[src/rtl/ivc_pkg.sv]
package ivc_pkg;
  localparam int SRV_LO   = 40;
  localparam int SRV_W    = 16;
  localparam int PRI_LO   = 32;
  localparam int PRI_W    = 8;
  localparam int SRC_LO   = 29;
  localparam int SRC_W    = 3;
  localparam int PEND_BIT = 24;
  localparam int LINK_W   = 2;
  localparam int CTL_HI   = 47;
  localparam int STAT_TOP = 36;
  localparam logic [PRI_W-1:0] PRI_OFF = '1;

  typedef struct packed {
    logic [SRV_W-1:0] server;
    logic [PRI_W-1:0] prio;
    logic [SRC_W-1:0] src;
    logic             pend;
  } vec_t;

  function automatic logic [63:0] vec_image(vec_t v);
    logic [63:0] w;
    w = '0;
    w[SRV_LO +: SRV_W] = v.server;
    w[PRI_LO +: PRI_W] = v.prio;
    w[SRC_LO +: SRC_W] = v.src;
    w[PEND_BIT]        = v.pend;
    return w;
  endfunction
endpackage

[src/rtl/ivc_vector.sv]
module ivc_vector
  import ivc_pkg::*;
#(
  parameter int NUM_VEC   = 6,
  parameter int RESET_SRC = 0
) (
  input  logic             clk,
  input  logic             rst,
  input  logic             act,
  input  logic             evt,
  input  logic             we,
  input  logic [SRV_W-1:0] wsrv,
  input  logic [PRI_W-1:0] wpri,
  input  logic [SRC_W-1:0] wsrc,
  output vec_t             vec_o,
  output logic [SRC_W-1:0] src_next,
  output logic             accept
);
  localparam logic [SRC_W:0] SRC_LIM = NUM_VEC[SRC_W:0];

  vec_t cur, nxt;
  logic masked;

  assign accept = we && ({1'b0, wsrc} < SRC_LIM);

  always_comb begin
    nxt = cur;
    if (accept) begin
      nxt.server = wsrv;
      nxt.prio   = wpri;
      nxt.src    = wsrc;
    end
    masked   = (nxt.prio == PRI_OFF);
    nxt.pend = evt ? (act && !masked) : (cur.pend && !masked);
  end

  always_ff @(posedge clk) begin
    if (rst) begin
      cur.server <= '0;
      cur.prio   <= PRI_OFF;
      cur.src    <= SRC_W'(RESET_SRC);
      cur.pend   <= 1'b0;
    end else begin
      cur <= nxt;
    end
  end

  assign vec_o    = cur;
  assign src_next = nxt.src;

  assert_mask_pend_R10: assert property (@(posedge clk) disable iff (rst)
    cur.pend |-> (cur.prio != PRI_OFF));

  assert_reject_hold_R9: assert property (@(posedge clk) disable iff (rst)
    (we && !accept) |=> ($stable(cur.server) && $stable(cur.prio) && $stable(cur.src)));

  assert_pend_idle_R7: assert property (@(posedge clk) disable iff (rst)
    (!evt && !accept) |=> $stable(cur.pend));
endmodule

[src/rtl/ivc_route.sv]
module ivc_route #(
  parameter int NUM_VEC = 6,
  parameter int SRC_W   = 3
) (
  input  logic                          clk,
  input  logic                          rst,
  input  logic [NUM_VEC-1:0]            act,
  input  logic [NUM_VEC-1:0][SRC_W-1:0] src,
  output logic [NUM_VEC-1:0]            line_q
);
  logic [NUM_VEC-1:0] hit;

  always_comb begin
    hit = '0;
    for (int s = 0; s < NUM_VEC; s++) begin
      for (int v = 0; v < NUM_VEC; v++) begin
        if (act[v] && (src[v] == SRC_W'(s))) hit[s] = 1'b1;
      end
    end
  end

  always_ff @(posedge clk) begin
    if (rst) line_q <= '0;
    else     line_q <= hit;
  end
endmodule

[src/rtl/irq_vector_ctl.sv]
module irq_vector_ctl
  import ivc_pkg::*;
#(
  parameter int NUM_VEC = 6,
  parameter int DATA_W  = 64
) (
  input  logic                      clk,
  input  logic                      rst,
  input  logic [NUM_VEC:0]          irq_in,
  input  logic                      cfg_we,
  input  logic [2:0]                cfg_sel,
  input  logic [DATA_W-1:0]         cfg_wdata,
  input  logic [2:0]                rd_sel,
  output logic [DATA_W-1:0]         rd_data,
  output logic [NUM_VEC-1:0]        line_out,
  output logic                      upd_valid,
  output logic [SRC_W-1:0]          upd_src,
  output logic [SRV_W-LINK_W-1:0]   upd_server,
  output logic [PRI_W-1:0]          upd_prio
);
  localparam int NUM_IN = NUM_VEC + 1;
  localparam int SEL_W  = 3;

  logic [NUM_IN-1:0]             stat_q;
  logic [NUM_VEC-1:0]            act_d, evt_d, acc;
  logic [NUM_VEC-1:0][SRC_W-1:0] src_d;
  vec_t                          vecs [NUM_VEC];

  always_ff @(posedge clk) begin
    if (rst) stat_q <= '0;
    else     stat_q <= irq_in;
  end

  for (genvar v = 0; v < NUM_VEC; v++) begin : g_vec
    if (v == 0) begin : g_shared
      assign act_d[v] = |irq_in[1:0];
      assign evt_d[v] = (irq_in[1:0] != stat_q[1:0]);
    end else begin : g_single
      assign act_d[v] = irq_in[v+1];
      assign evt_d[v] = (irq_in[v+1] != stat_q[v+1]);
    end

    ivc_vector #(.NUM_VEC(NUM_VEC), .RESET_SRC(v)) u_vec (
      .clk      (clk),
      .rst      (rst),
      .act      (act_d[v]),
      .evt      (evt_d[v]),
      .we       (cfg_we && (cfg_sel == SEL_W'(v))),
      .wsrv     (cfg_wdata[SRV_LO +: SRV_W]),
      .wpri     (cfg_wdata[PRI_LO +: PRI_W]),
      .wsrc     (cfg_wdata[SRC_LO +: SRC_W]),
      .vec_o    (vecs[v]),
      .src_next (src_d[v]),
      .accept   (acc[v])
    );
  end

  ivc_route #(.NUM_VEC(NUM_VEC), .SRC_W(SRC_W)) u_route (
    .clk    (clk),
    .rst    (rst),
    .act    (act_d),
    .src    (src_d),
    .line_q (line_out)
  );

  always_ff @(posedge clk) begin
    if (rst) begin
      upd_valid  <= 1'b0;
      upd_src    <= '0;
      upd_server <= '0;
      upd_prio   <= '0;
    end else begin
      upd_valid <= |acc;
      if (|acc) begin
        upd_src    <= cfg_wdata[SRC_LO +: SRC_W];
        upd_server <= cfg_wdata[SRV_LO+LINK_W +: SRV_W-LINK_W];
        upd_prio   <= cfg_wdata[PRI_LO +: PRI_W];
      end
    end
  end

  logic [DATA_W-1:0] ctl_word, stat_word, rd_next;

  always_comb begin
    ctl_word            = '0;
    ctl_word[CTL_HI]    = stat_q[0];
    ctl_word[CTL_HI-1]  = stat_q[1];
    stat_word           = '0;
    for (int k = 2; k < NUM_IN; k++) stat_word[STAT_TOP-(k-2)] = stat_q[k];
    rd_next = '0;
    if (rd_sel == SEL_W'(NUM_VEC))         rd_next = ctl_word;
    else if (rd_sel == SEL_W'(NUM_VEC+1))  rd_next = stat_word;
    else begin
      for (int v = 0; v < NUM_VEC; v++) begin
        if (rd_sel == SEL_W'(v)) rd_next = vec_image(vecs[v]);
      end
    end
  end

  always_ff @(posedge clk) begin
    if (rst) rd_data <= '0;
    else     rd_data <= rd_next;
  end

  assert_stat_follow_R2: assert property (@(posedge clk) disable iff (rst)
    !rst |=> (stat_q == $past(irq_in)));

  assert_upd_pulse_R8: assert property (@(posedge clk) disable iff (rst)
    (|acc) |=> upd_valid);

  assert_upd_quiet_R8: assert property (@(posedge clk) disable iff (rst)
    !(|acc) |=> !upd_valid);
endmodule

[config.mk]
export PLATFORM = sky130hd
export DESIGN_NAME = irq_vector_ctl
export DESIGN_NICKNAME = d
export VERILOG_FILES = /design/src/rtl/ivc_pkg.sv /design/src/rtl/ivc_vector.sv /design/src/rtl/ivc_route.sv /design/src/rtl/irq_vector_ctl.sv
export SDC_FILE = /design/constraint.sdc
export NUM_CORES = 1
export LEC_CHECK = 0
export ABC_AREA = 0
export BUFFER_PORTS_ARGS = -buffer_cell sky130_fd_sc_hd__clkbuf_2
export CAP_MARGIN = 40
export CORE_MARGIN = 8
export CORE_UTILIZATION = 50
export DETAILED_ROUTE_END_ITERATION = 6
export GPL_ROUTABILITY_DRIVEN = 0
export HOLD_SLACK_MARGIN = 0.1
export PLACE_DENSITY = 0.76
export SETUP_SLACK_MARGIN = 0.3
export SYNTH_ARGS = -nofsm -noshare
export SYNTH_HDL_FRONTEND = slang
export SYNTH_SLANG_ARGS = --single-unit
[constraint.sdc]
create_clock -name clk -period 2.3 [get_ports clk]
set_clock_uncertainty 0.2 [all_clocks]
set_input_delay 0.115 -clock clk [delete_from_list [all_inputs] [get_ports clk]]
set_output_delay 0.115 -clock clk [all_outputs]
set_load 0.005 [all_outputs]
Word level (Yosys, flattened, before mapping)

Cells that the tools add are included.

Memories: 0
Register bits: 271
Bits in writable memories: 0
Input bits: 80
Bits in latches: 0
ROM bits: 0
Word-level logic and storage cells: 224

Multipliers: 0
Shift-type cells: 0
$add $sub $neg: 0
$lt $le $gt $ge: 1
Bitwise operators: 0
Equal/unequal tests: 54
Muxes and demuxes: 56
Div/mod/pow operators: 0
Reduce and logical (&&, ||, !) cells: 79

Operators with widths:

| operator             | count |
|---|---|
| $mux W56             | 6 |
| $mux W48             | 2 |
| $mux W11             | 6 |
| $logic_and A1 B1 Y1  | 60 |
| $eq A3 B3 Y1 const B | 18 |
| $eq A3 B2 Y1 const B | 16 |
| $eq A8 B8 Y1 const B | 6 |
| $mux W1              | 42 |
| $eq A3 B1 Y1 const B | 8 |
| $logic_not A3 Y1     | 8 |
| $reduce_or A8 Y1     | 1 |
| $logic_not A1 Y1     | 6 |
| $reduce_or A6 Y1     | 1 |
| $ne A1 B1 Y1         | 5 |
| $reduce_or A2 Y1     | 2 |
| $lt A3 B3 Y1 const B | 1 |
| $reduce_or A3 Y1     | 1 |
| $ne A2 B2 Y1         | 1 |

Longest topological paths before layout

Gate-level depths: netlist of run 1.

Word-level depth: 12
Depth in mapped cells: 8
Depth with buffers taken out: 5

Modules after synthesis

Synthesis of run 1 repeated with hierarchy kept, for this count alone.

Cells, all modules: 1327
Area total of the unflattened synthesis: 10766.6 um^2

By module, submodules not included:

| module                          | instances | area each (um^2) | cells each |
|---|---|---|---|
| irq_vector_ctl                  | 1         | 3718.6           | 481 |
| ivc_vector (g_vec[2].u_vec ...) | 2         | 1093.5           | 131 |
| ivc_vector (g_vec[3].u_vec ...) | 2         | 1076.0           | 131 |
| ivc_vector (g_vec[0].u_vec)     | 1         | 1091.0           | 131 |
| ivc_vector (g_vec[1].u_vec)     | 1         | 1073.5           | 131 |
| ivc_route                       | 1         | 544.3            | 60 |

Worst setup path before layout of run 1

OpenSTA, ideal clock, no wires.

Path kind: input port to flip-flop
Start: input port cfg_wdata[30]
End: register u_route.line_q[5]
Arrival time: 1.337 ns
Stages: 7
Buffers on the path: 2
Required time: 1.962 ns
Path slack: 0.625 ns
Path through: buf_6 -> and2_4 -> or3_4 -> buf_6 -> mux2i_1 -> a211oi_1 -> a41oi_1

Word-level cells in the longest chain between the ends: 11
Elaborated cells between the ends (all ways): 31
Classes of those cells: order compare (1); eq/ne (6); mux (12); reduce/logical (12)

RTL lines:

| what                  | line                 | RTL |
|---|---|---|
| from (decl)           | irq_vector_ctl.sv:12 | `input logic [DATA_W-1:0] cfg_wdata,` |
| $lt A3 B3 Y1          | ivc_vector.sv:24     | `assign accept = we && ({1'b0, wsrc} < SRC_LIM);` |
| $logic_and A1 B1 Y1   | ivc_vector.sv:24     |  |
| $mux W11              | ivc_vector.sv:28     | `if (accept) begin` |
| $eq A3 B3 Y1          | ivc_route.sv:17      | `if (act[v] && (src[v] == SRC_W'(s))) hit[s] = 1'b1;` |
| $logic_and A1 B1 Y1   | ivc_route.sv:17      |  |
| $mux W1 (5 in series) | ivc_route.sv:17      |  |
| $mux W1 *             | ivc_route.sv:17      |  |
| to (signal assigned)  | ivc_route.sv:24      | `else line_q <= hit;` |
| to (decl)             | ivc_route.sv:9       | `output logic [NUM_VEC-1:0] line_q` |

Every way passes the cells marked *; elsewhere a longest branch is shown, timed or not.
A chain may end at the register's enable or synchronous reset.

Worst setup path in the final report of run 1

Start: input port cfg_sel[1]
End: register u_route.line_q[5]

Word-level cells in the longest chain between the ends: 12
Elaborated cells between the ends (all ways): 42
Classes of those cells: eq/ne (11); mux (12); reduce/logical (19)

RTL lines:

| what                  | line                 | RTL |
|---|---|---|
| from (decl)           | irq_vector_ctl.sv:11 | `input logic [2:0] cfg_sel,` |
| $logic_not A3 Y1      | irq_vector_ctl.sv:48 | `.we (cfg_we && (cfg_sel == SEL_W'(v))),` |
| $logic_and A1 B1 Y1   | irq_vector_ctl.sv:48 |  |
| $logic_and A1 B1 Y1   | ivc_vector.sv:24     |  |
| $mux W11              | ivc_vector.sv:28     |  |
| $eq A3 B3 Y1          | ivc_route.sv:17      |  |
| $logic_and A1 B1 Y1   | ivc_route.sv:17      |  |
| $mux W1 (5 in series) | ivc_route.sv:17      |  |
| $mux W1 *             | ivc_route.sv:17      |  |

Marked as above.

==> metrics.md, run 1 <==
| Metric | Value |
|---|---|
| Result of the run | `completed` |
| Critical path's slowest cell | `sky130_fd_sc_hd__dlygate4sd3_1` |
| I/O pin total | `176` |
| Final hold violation count | `0` |
| Met2 track demand over resource in global routing | `37.1%` |
| Source of the worst hold timing path | `cfg_sel[0]` |
| Average cell area after synthesis | `7.75 um2` |
| Type of the worst min-delay path | `input port to flip-flop` |
| Largest delay share family, worst path | `buffers and inverters` |
| Routing usage on met3 | `4.98%` |
| Flop2flop setup slack | `0.40 ns` |
| Final worst-path cycle share | `85.8%` |
| Number of input and output port buffers inserted | `102` |
| Longest Clk Path Bufs | `3` |
| Clock H-tree levels | `1` |
| Delay of the slowest cell on the worst path | `0.64 ns` |
| Top FF cell, synth | `sky130_fd_sc_hd__dfxtp_1` |
| Worst slew margin | `56.8%` |
| Synthesized flop and latch total | `235` |
| Sum of internal, switching and leakage power | `9.40 mW` |
| Critical path capture point type | `flip-flop` |
| Maximum number of pins on one net before global-route repair | `79` |
| CTS Buf Count | `26` |
| Reg-to-Reg Start | `g_vec[0].u_vec.vec_o[3]` |
| R2R depth | `4` |
| Drt drc | `0` |
| Final setup violating endpoints | `0` |
| Power density cells | `736 nW/um2` |
| Clock root cell | `sky130_fd_sc_hd__clkbuf_16` |
| Worst IR drop on VDD | `0.000460 V` |
| Signed area change from the synthesized netlist to the final layout | `18.2%` |
| Critical Setup Path Class | `input port to flip-flop` |
| Antenna violations before repair | `0` |
| Top Usage Layer GRT | `met2` |
| Number of global-route vias before repair | `9719` |
| Total vias in the final route | `10400` |
| Clock tree from TritonCTS | `built` |
| Share of flip-flops with an asynchronous set or reset | `0%` |
| Critical path arrival | `2.17 ns` |
| Post-CTS clock slew at the launch and capture registers of the worst setup and hold paths | `0.06 ns` |
| Number of DRC markers after the initial detailed-route iteration | `1155` |
| Final-report max-slew violation count | `0` |
| Share of cells above drive strength 1 | `14.1%` |
| Via density per instance | `5.79` |
| Most area-hungry cell type in the Yosys netlist | `sky130_fd_sc_hd__dfxtp_1` |
| Final Critical Period | `1.97 ns` |
| Final HPWL DP | `22100 um` |
| End point of the most critical hold path | `u_route.line_q[4]` |
| Latest clock arrival within the worst-skew pair | `0.54 ns` |
| Diodes inserted | `0` |
| Cells along the critical path | `clkbuf_2 -> dlygate4sd3_1 -> nand2_1 -> or3_4 -> mux2i_1 -> a211oi_1 -> a41oi_1` |
| WL final | `33300 um` |
| Most frequent cells after synthesis | `sky130_fd_sc_hd__nand2_1, sky130_fd_sc_hd__dfxtp_1, sky130_fd_sc_hd__a21oi_1` |
| Net switching share of the total power | `25.0%` |
| Height of the die | `163 um` |
| Number of enable flip-flop cells after synthesis | `0` |
| P_int | `7.05 mW` |
| Crit path required time | `2.49 ns` |
| Leading cell type by number of instances after synthesis | `sky130_fd_sc_hd__nand2_1` |
| Total standard cell area after synthesis | `10800 um2` |
| Portion of the post-synthesis area used by sequential elements | `43.5%` |
| Critical Path Fanout Max | `20` |
| Share of power burned in the clock network | `43.8%` |
| Warnings, synthesis | `0` |
| Instance count of the mapped netlist | `1394` |
| CP Launch Type | `input port` |
| TritonCTS sink count | `235` |
| Highest clock rate | `507 MHz` |
| Initial standard-cell utilization of the core | `51.2%` |
| Combinational share of power | `10.6%` |
| Final #Nets | `1585` |
| Die Area | `26600 um2` |
| Slew at the pin closest to its max-slew limit | `0.642 ns` |
| Largest cells by area after synthesis | `sky130_fd_sc_hd__dfxtp_1, sky130_fd_sc_hd__nand2_1, sky130_fd_sc_hd__a21oi_1, sky130_fd_sc_hd__nand3b_1, sky130_fd_sc_hd__mux2i_1` |
| 1st-pass router iterations | `7` |
| Share of the synthesized area in the top cell type | `43.5%` |
| Depth of the worst hold-timing path | `5` |
| Worst R2R End | `u_route.line_q[2]` |
| Buffers & Inverters on Critical Path | `2` |
| Overall die width | `163 um` |
| Static leakage | `5.26 nW` |
| Global-route usage over all layers | `24.3%` |
| Count of different cell masters after synthesis | `50` |
| Switching power of the nets | `2.35 mW` |
| CORE AREA | `21100 um2` |
| Total congestion overflow after global routing | `0` |
| Row Count | `53` |
| Part of the power in registers | `45.6%` |
| Avg WL per Cell | `18.5 um` |
| Unrepaired setup endpoints after global routing | `no` |
| Number of nets with antenna violations after detailed routing | `0` |
| Maxcap violations | `0` |
| Global-route wire length before repair | `53000 um` |
| Global-route met1 utilization | `33.9%` |
| Post-route setup TNS | `0 ns` |
-- per-layer routing --
| metal | vias to the layer above | routed length, um |
|---|---|---|
| met4 | 0 | 734 |
| met3 | 72 | 3820 |
| met2 | 565 | 14400 |
| met1 | 4864 | 14300 |
| li1 | 4914 | - |
| met5 | - | 0 |
-- worst max path at each step --
| stage | from | end | cells past startpoint |
|---|---|---|---|
| final | cfg_sel[1] | u_route.line_q[5] | 7 |
| after global placement | cfg_sel[2] | u_route.line_q[5] | 6 |
| after global routing | cfg_sel[1] | u_route.line_q[3] | 7 |
| after floorplan | cfg_wdata[30] | u_route.line_q[5] | 7 |
| after detailed placement | cfg_sel[2] | u_route.line_q[5] | 6 |
| after CTS | rd_sel[2] | rd_data[42] | 7 |
-- power groups by stage --
stage	sequential (mW)	clock, mW	combinational, mW
floorplan	4.36	0	0.594
global placement	4.37	0	0.886
global route	4.30	4.32	1.09
finish	4.29	4.11	0.999
detailed placement	4.37	0	0.900
CTS	4.28	4.14	0.971
-- registers in the layout, summed over array words and instances (netlist names) --
name,count
upd_src,3
rd_data,28
upd_prio,8
upd_valid,1
upd_server,14
u_route.line_q,6
stat_q,7
g_vec.u_vec.vec_o,168
-- cells by family after synthesis --
family          after synthesis  share of synthesized area, %
other cells                   1                        0.0347
buf+inv                     158                          7.74
simple gates                666                          28.7
flops                       235                          43.5
compound gates              291                          15.9
mux                          43                          4.06
-- cells in the final DEF, fill, tap and decap left out, types with 4 or more instances in the layout --
cell type                       netlist  layout
sky130_fd_sc_hd__nor2b_1             15      12
sky130_fd_sc_hd__nor2_1              64      64
sky130_fd_sc_hd__nand2_1            421     421
sky130_fd_sc_hd__o221ai_1            17      17
sky130_fd_sc_hd__nor3b_1              5       5
sky130_fd_sc_hd__buf_4               41      48
sky130_fd_sc_hd__a21oi_1            185     184
sky130_fd_sc_hd__nor3_1              19      18
sky130_fd_sc_hd__conb_1               1      36
sky130_fd_sc_hd__a41oi_1              5       5
sky130_fd_sc_hd__nand3b_1            59      59
sky130_fd_sc_hd__and4b_1              5       5
sky130_fd_sc_hd__dlygate4sd3_1        0      47
sky130_fd_sc_hd__dfxtp_1            235     235
sky130_fd_sc_hd__nand4b_1             6       6
sky130_fd_sc_hd__nand2b_1            10      10
sky130_fd_sc_hd__o21ai_0             37      37
sky130_fd_sc_hd__nand3_1              8       8
sky130_fd_sc_hd__buf_6                4       4
sky130_fd_sc_hd__nor4_1              14      13
sky130_fd_sc_hd__clkbuf_1            57       8
sky130_fd_sc_hd__mux2_2               7       7
sky130_fd_sc_hd__nand4_1             17      17
sky130_fd_sc_hd__clkbuf_2             0     101
sky130_fd_sc_hd__a221oi_1            12      12
sky130_fd_sc_hd__mux2i_1             36      36
sky130_fd_sc_hd__o211a_1             14      14
sky130_fd_sc_hd__clkinv_2             0       5
sky130_fd_sc_hd__nor4b_1              8       8
sky130_fd_sc_hd__clkbuf_16            0      27
sky130_fd_sc_hd__a311oi_1             8       8
-- worst reg2reg max path, cell delays in order (launching register included) --
cell and delay, ns:
sky130_fd_sc_hd__dfxtp_1 0.38, sky130_fd_sc_hd__or4b_2 0.69, sky130_fd_sc_hd__mux2i_1 0.16, sky130_fd_sc_hd__a311oi_1 0.08
sky130_fd_sc_hd__a41oi_1 0.27
-- stage by stage --
stage	cell area [um2]	hold slack (ns)	utilization (%)	instances	setup WS, ns
2_1_floorplan	10900	0.0432	-	1429	0.625
3_3_place_gp	11400	0.218	54.2	1702	0.257
3_5_place_dp	11400	0.227	54.2	1702	0.270
4_1_cts	12700	0.106	60.4	1795	0.333
5_1_grt	12800	0.159	60.6	1798	0.303
6_report	12800	0.139	60.6	1798	0.326
-- final cells by class --
cell class                 instances  area, um2
fill                            1886       8320
multi-input combinational       1036       5430
sequential                       235       4700
timing repair buffer             203       1440
clock buffer                      38        747
tap                              275        344
clock inverter                     8       92.6
inverter                           3       11.3
-- timing repair --
| action | in CTS | in global routing |
|---|---|---|
| setup endpoints to repair | 0 | 23 |
| resized for setup | 0 | 4 |
| hold buffers | 47 | 0 |
| hold endpoints to repair | 217 | 0 |
| buffers inserted | 0 | 3 |
No activity file was read; power rests on OpenSTA's default activity.
==> run 2: changes to the inputs <==
--- a/config.mk
+++ b/config.mk
@@ -9,11 +9,12 @@
 export BUFFER_PORTS_ARGS = -buffer_cell sky130_fd_sc_hd__clkbuf_2
 export CAP_MARGIN = 40
 export CORE_MARGIN = 8
-export CORE_UTILIZATION = 50
+export CORE_UTILIZATION = 47
 export DETAILED_ROUTE_END_ITERATION = 6
 export GPL_ROUTABILITY_DRIVEN = 0
 export HOLD_SLACK_MARGIN = 0.1
-export PLACE_DENSITY = 0.76
+export PLACE_DENSITY = 0.72
+export RECOVER_POWER = 25
 export SETUP_SLACK_MARGIN = 0.3
 export SYNTH_ARGS = -nofsm -noshare
 export SYNTH_HDL_FRONTEND = slang
==> run 2 against run 1 <==
  * Via count down 1.9%
  * Fmax fell by 1.8%
  * Critical path depth down 3
  * Wire length shrank 1.1%
  * Register-to-register slack gained 0.07 ns
  * Worst setup slack worse by 0.037 ns
  * Count of clock-buffer cells in the layout shrank 1
  * Sequential power about the same
  * Die area grew 5.7%
  * Clock power rose by 5%
  * Global-route usage fell by 2.1 points
  * Critical endpoint is now g_vec[0].u_vec.vec_o[0]
  * Largest cell class unchanged
==> metrics.md, run 2 (synthesis gave the netlist of run 1 again) <==
| Metric | Value |
|---|---|
| Final HPWL DP | `22200 um` |
| Number of global-route vias before repair | `9437` |
| Signed area change from the synthesized netlist to the final layout | `17.8%` |
| TritonCTS sink count | `235` |
| Combinational share of power | `10.2%` |
| Maximum number of pins on one net before global-route repair | `58` |
| Critical path capture point type | `flip-flop` |
| Total congestion overflow after global routing | `0` |
| Global-route usage over all layers | `22.2%` |
| Switching power of the nets | `2.36 mW` |
| Clock H-tree levels | `1` |
| Final worst-path cycle share | `87.4%` |
| Critical Setup Path Class | `input port to flip-flop` |
| Share of power burned in the clock network | `45.0%` |
| Design Area, Final | `12700 um2` |
| Power density cells | `751 nW/um2` |
| Most used cells in the layout excluding fill and tap cells | `sky130_fd_sc_hd__nand2_1, sky130_fd_sc_hd__dfxtp_1, sky130_fd_sc_hd__a21oi_1` |
| Final-report max-slew violation count | `0` |
| Critical path arrival | `2.17 ns` |
| Post-route setup TNS | `0 ns` |
| Longest Clk Path Bufs | `3` |
| Type of the worst min-delay path | `input port to flip-flop` |
| Height of the die | `168 um` |
| Depth of the worst hold-timing path | `5` |
| Crit path required time | `2.46 ns` |
| Part of the power in registers | `44.8%` |
| Clock root cell | `sky130_fd_sc_hd__clkbuf_16` |
| Sequential Area | `4700 um2` |
| Final hold violation count | `0` |
| Number of input and output port buffers inserted | `102` |
| Area after DPL | `11400 um2` |
| Most common cell after layout, fill and taps aside | `sky130_fd_sc_hd__nand2_1` |
| R2R depth | `4` |
| Post-CTS clock slew at the launch and capture registers of the worst setup and hold paths | `0.06 ns` |
| Worst slew margin | `20.0%` |
| Drt drc | `0` |
| Die Area | `28100 um2` |
| Slew at the pin closest to its max-slew limit | `1.20 ns` |
| Unrepaired setup endpoints after global routing | `yes` |
| Max FFs per register | `168` |
| Clock tree from TritonCTS | `built` |
| Flop2flop setup slack | `0.47 ns` |
| Avg WL per Cell | `18.2 um` |
| Overall die width | `168 um` |
| Global-route wire length before repair | `51600 um` |
| Highest clock rate | `497 MHz` |
| Total vias in the final route | `10200` |
| Final setup violating endpoints | `0` |
| Filler cell count in the final layout | `2103` |
| Static leakage | `5.09 nW` |
| Share of cells above drive strength 1 | `10.9%` |
| Area of combinational cells with multiple inputs | `5450 um2` |
| Critical Path Fanout Max | `57` |
| Antenna violations before repair | `4` |
| Via density per instance | `5.66` |
| Final core utilization | `56.2%` |
| P_int | `7.20 mW` |
| CORE AREA | `22600 um2` |
| Initial standard-cell utilization of the core | `47.7%` |
| Number of DRC markers after the initial detailed-route iteration | `997` |
| 1st-pass router iterations | `6` |
| Maxcap violations | `0` |
| CP Launch Type | `input port` |
| Final Critical Period | `2.01 ns` |
| WL final | `32900 um` |
| Worst IR drop on VDD | `0.000441 V` |
| Net switching share of the total power | `24.7%` |
| CTS Buf Count | `26` |
| Number of nets with antenna violations after detailed routing | `0` |
| I/O pin total | `176` |
| Final #Nets | `1579` |
| Latest clock arrival within the worst-skew pair | `0.52 ns` |
| Row Count | `55` |
| Result of the run | `completed` |
-- run 2: cell count changes in the layout (fill, tap and decap cells not counted), sizes merged --
cell / before / now
diode: 0 / 2
or3: 2 / 3
dlygate4sd3: 47 / 42
clkinv: 5 / 7
buf: 55 / 52
bufinv: 2 / 3
-- run 2: power groups by stage --
stage / combinational, mW / clock [mW] / sequential (mW)
5_1_grt: 1.06 / 4.55 / 4.30
6_report: 0.976 / 4.30 / 4.28
2_1_floorplan: 0.594 / 0 / 4.36
3_3_place_gp: 0.889 / 0 / 4.37
3_5_place_dp: 0.904 / 0 / 4.37
4_1_cts: 0.966 / 4.39 / 4.28
-- run 2: area by class of cell --
cell class	count	share of cell area, %
clock buffer	37	5.99
multi-input combinational	1037	42.8
timing repair buffer	196	10.3
clock inverter	11	1.04
inverter	3	0.0884
tap	285	2.80
antenna	2	0.0393
sequential	235	36.9
-- run 2: repair_timing --
item / in CTS / in global routing
setup buffers: 0 / 4
setup endpoints to repair: 0 / 22
hold buffers: 42 / 0
endpoints found under the hold margin: 218 / 0
resized for setup: 0 / 6
-- run 2: path summary, 6_finish.rpt --
kind / end / startpoint
setup / recovery: g_vec[0].u_vec.vec_o[0] / rst
hold / removal: g_vec[4].u_vec.vec_o[27] / cfg_sel[2]
setup reg to reg: u_route.line_q[2] / g_vec[0].u_vec.vec_o[3]
hold reg to reg: g_vec[2].u_vec.vec_o[19] / g_vec[2].u_vec.vec_o[19]
-- run 2: routing by layer --
| metal | part of all wire (%) | GRT usage, % |
|---|---|---|
| met5 | 0.082 | 0 |
| met4 | 2.2 | 6.06 |
| met3 | 10 | 4.19 |
| met2 | 44 | 34.0 |
| met1 | 44 | 31.5 |
-- run 2: stage by stage --
step                      setup WS, ns  instances  power, mW  hold slack [ns]
after floorplan                  0.625       1429       4.95           0.0432
after global placement           0.317       1709       5.26            0.226
after detailed placement         0.313       1709       5.28            0.237
after CTS                        0.324       1799       9.63            0.127
after global routing             0.192       1806       9.91            0.131
final                            0.290       1806       9.56            0.106
-- run 2: critical path, stage by stage --
cell and delay, ns:
sky130_fd_sc_hd__dlygate4sd3_1 0.54, sky130_fd_sc_hd__buf_6 0.35, sky130_fd_sc_hd__clkbuf_2 0.98, sky130_fd_sc_hd__nor3_1 0.14
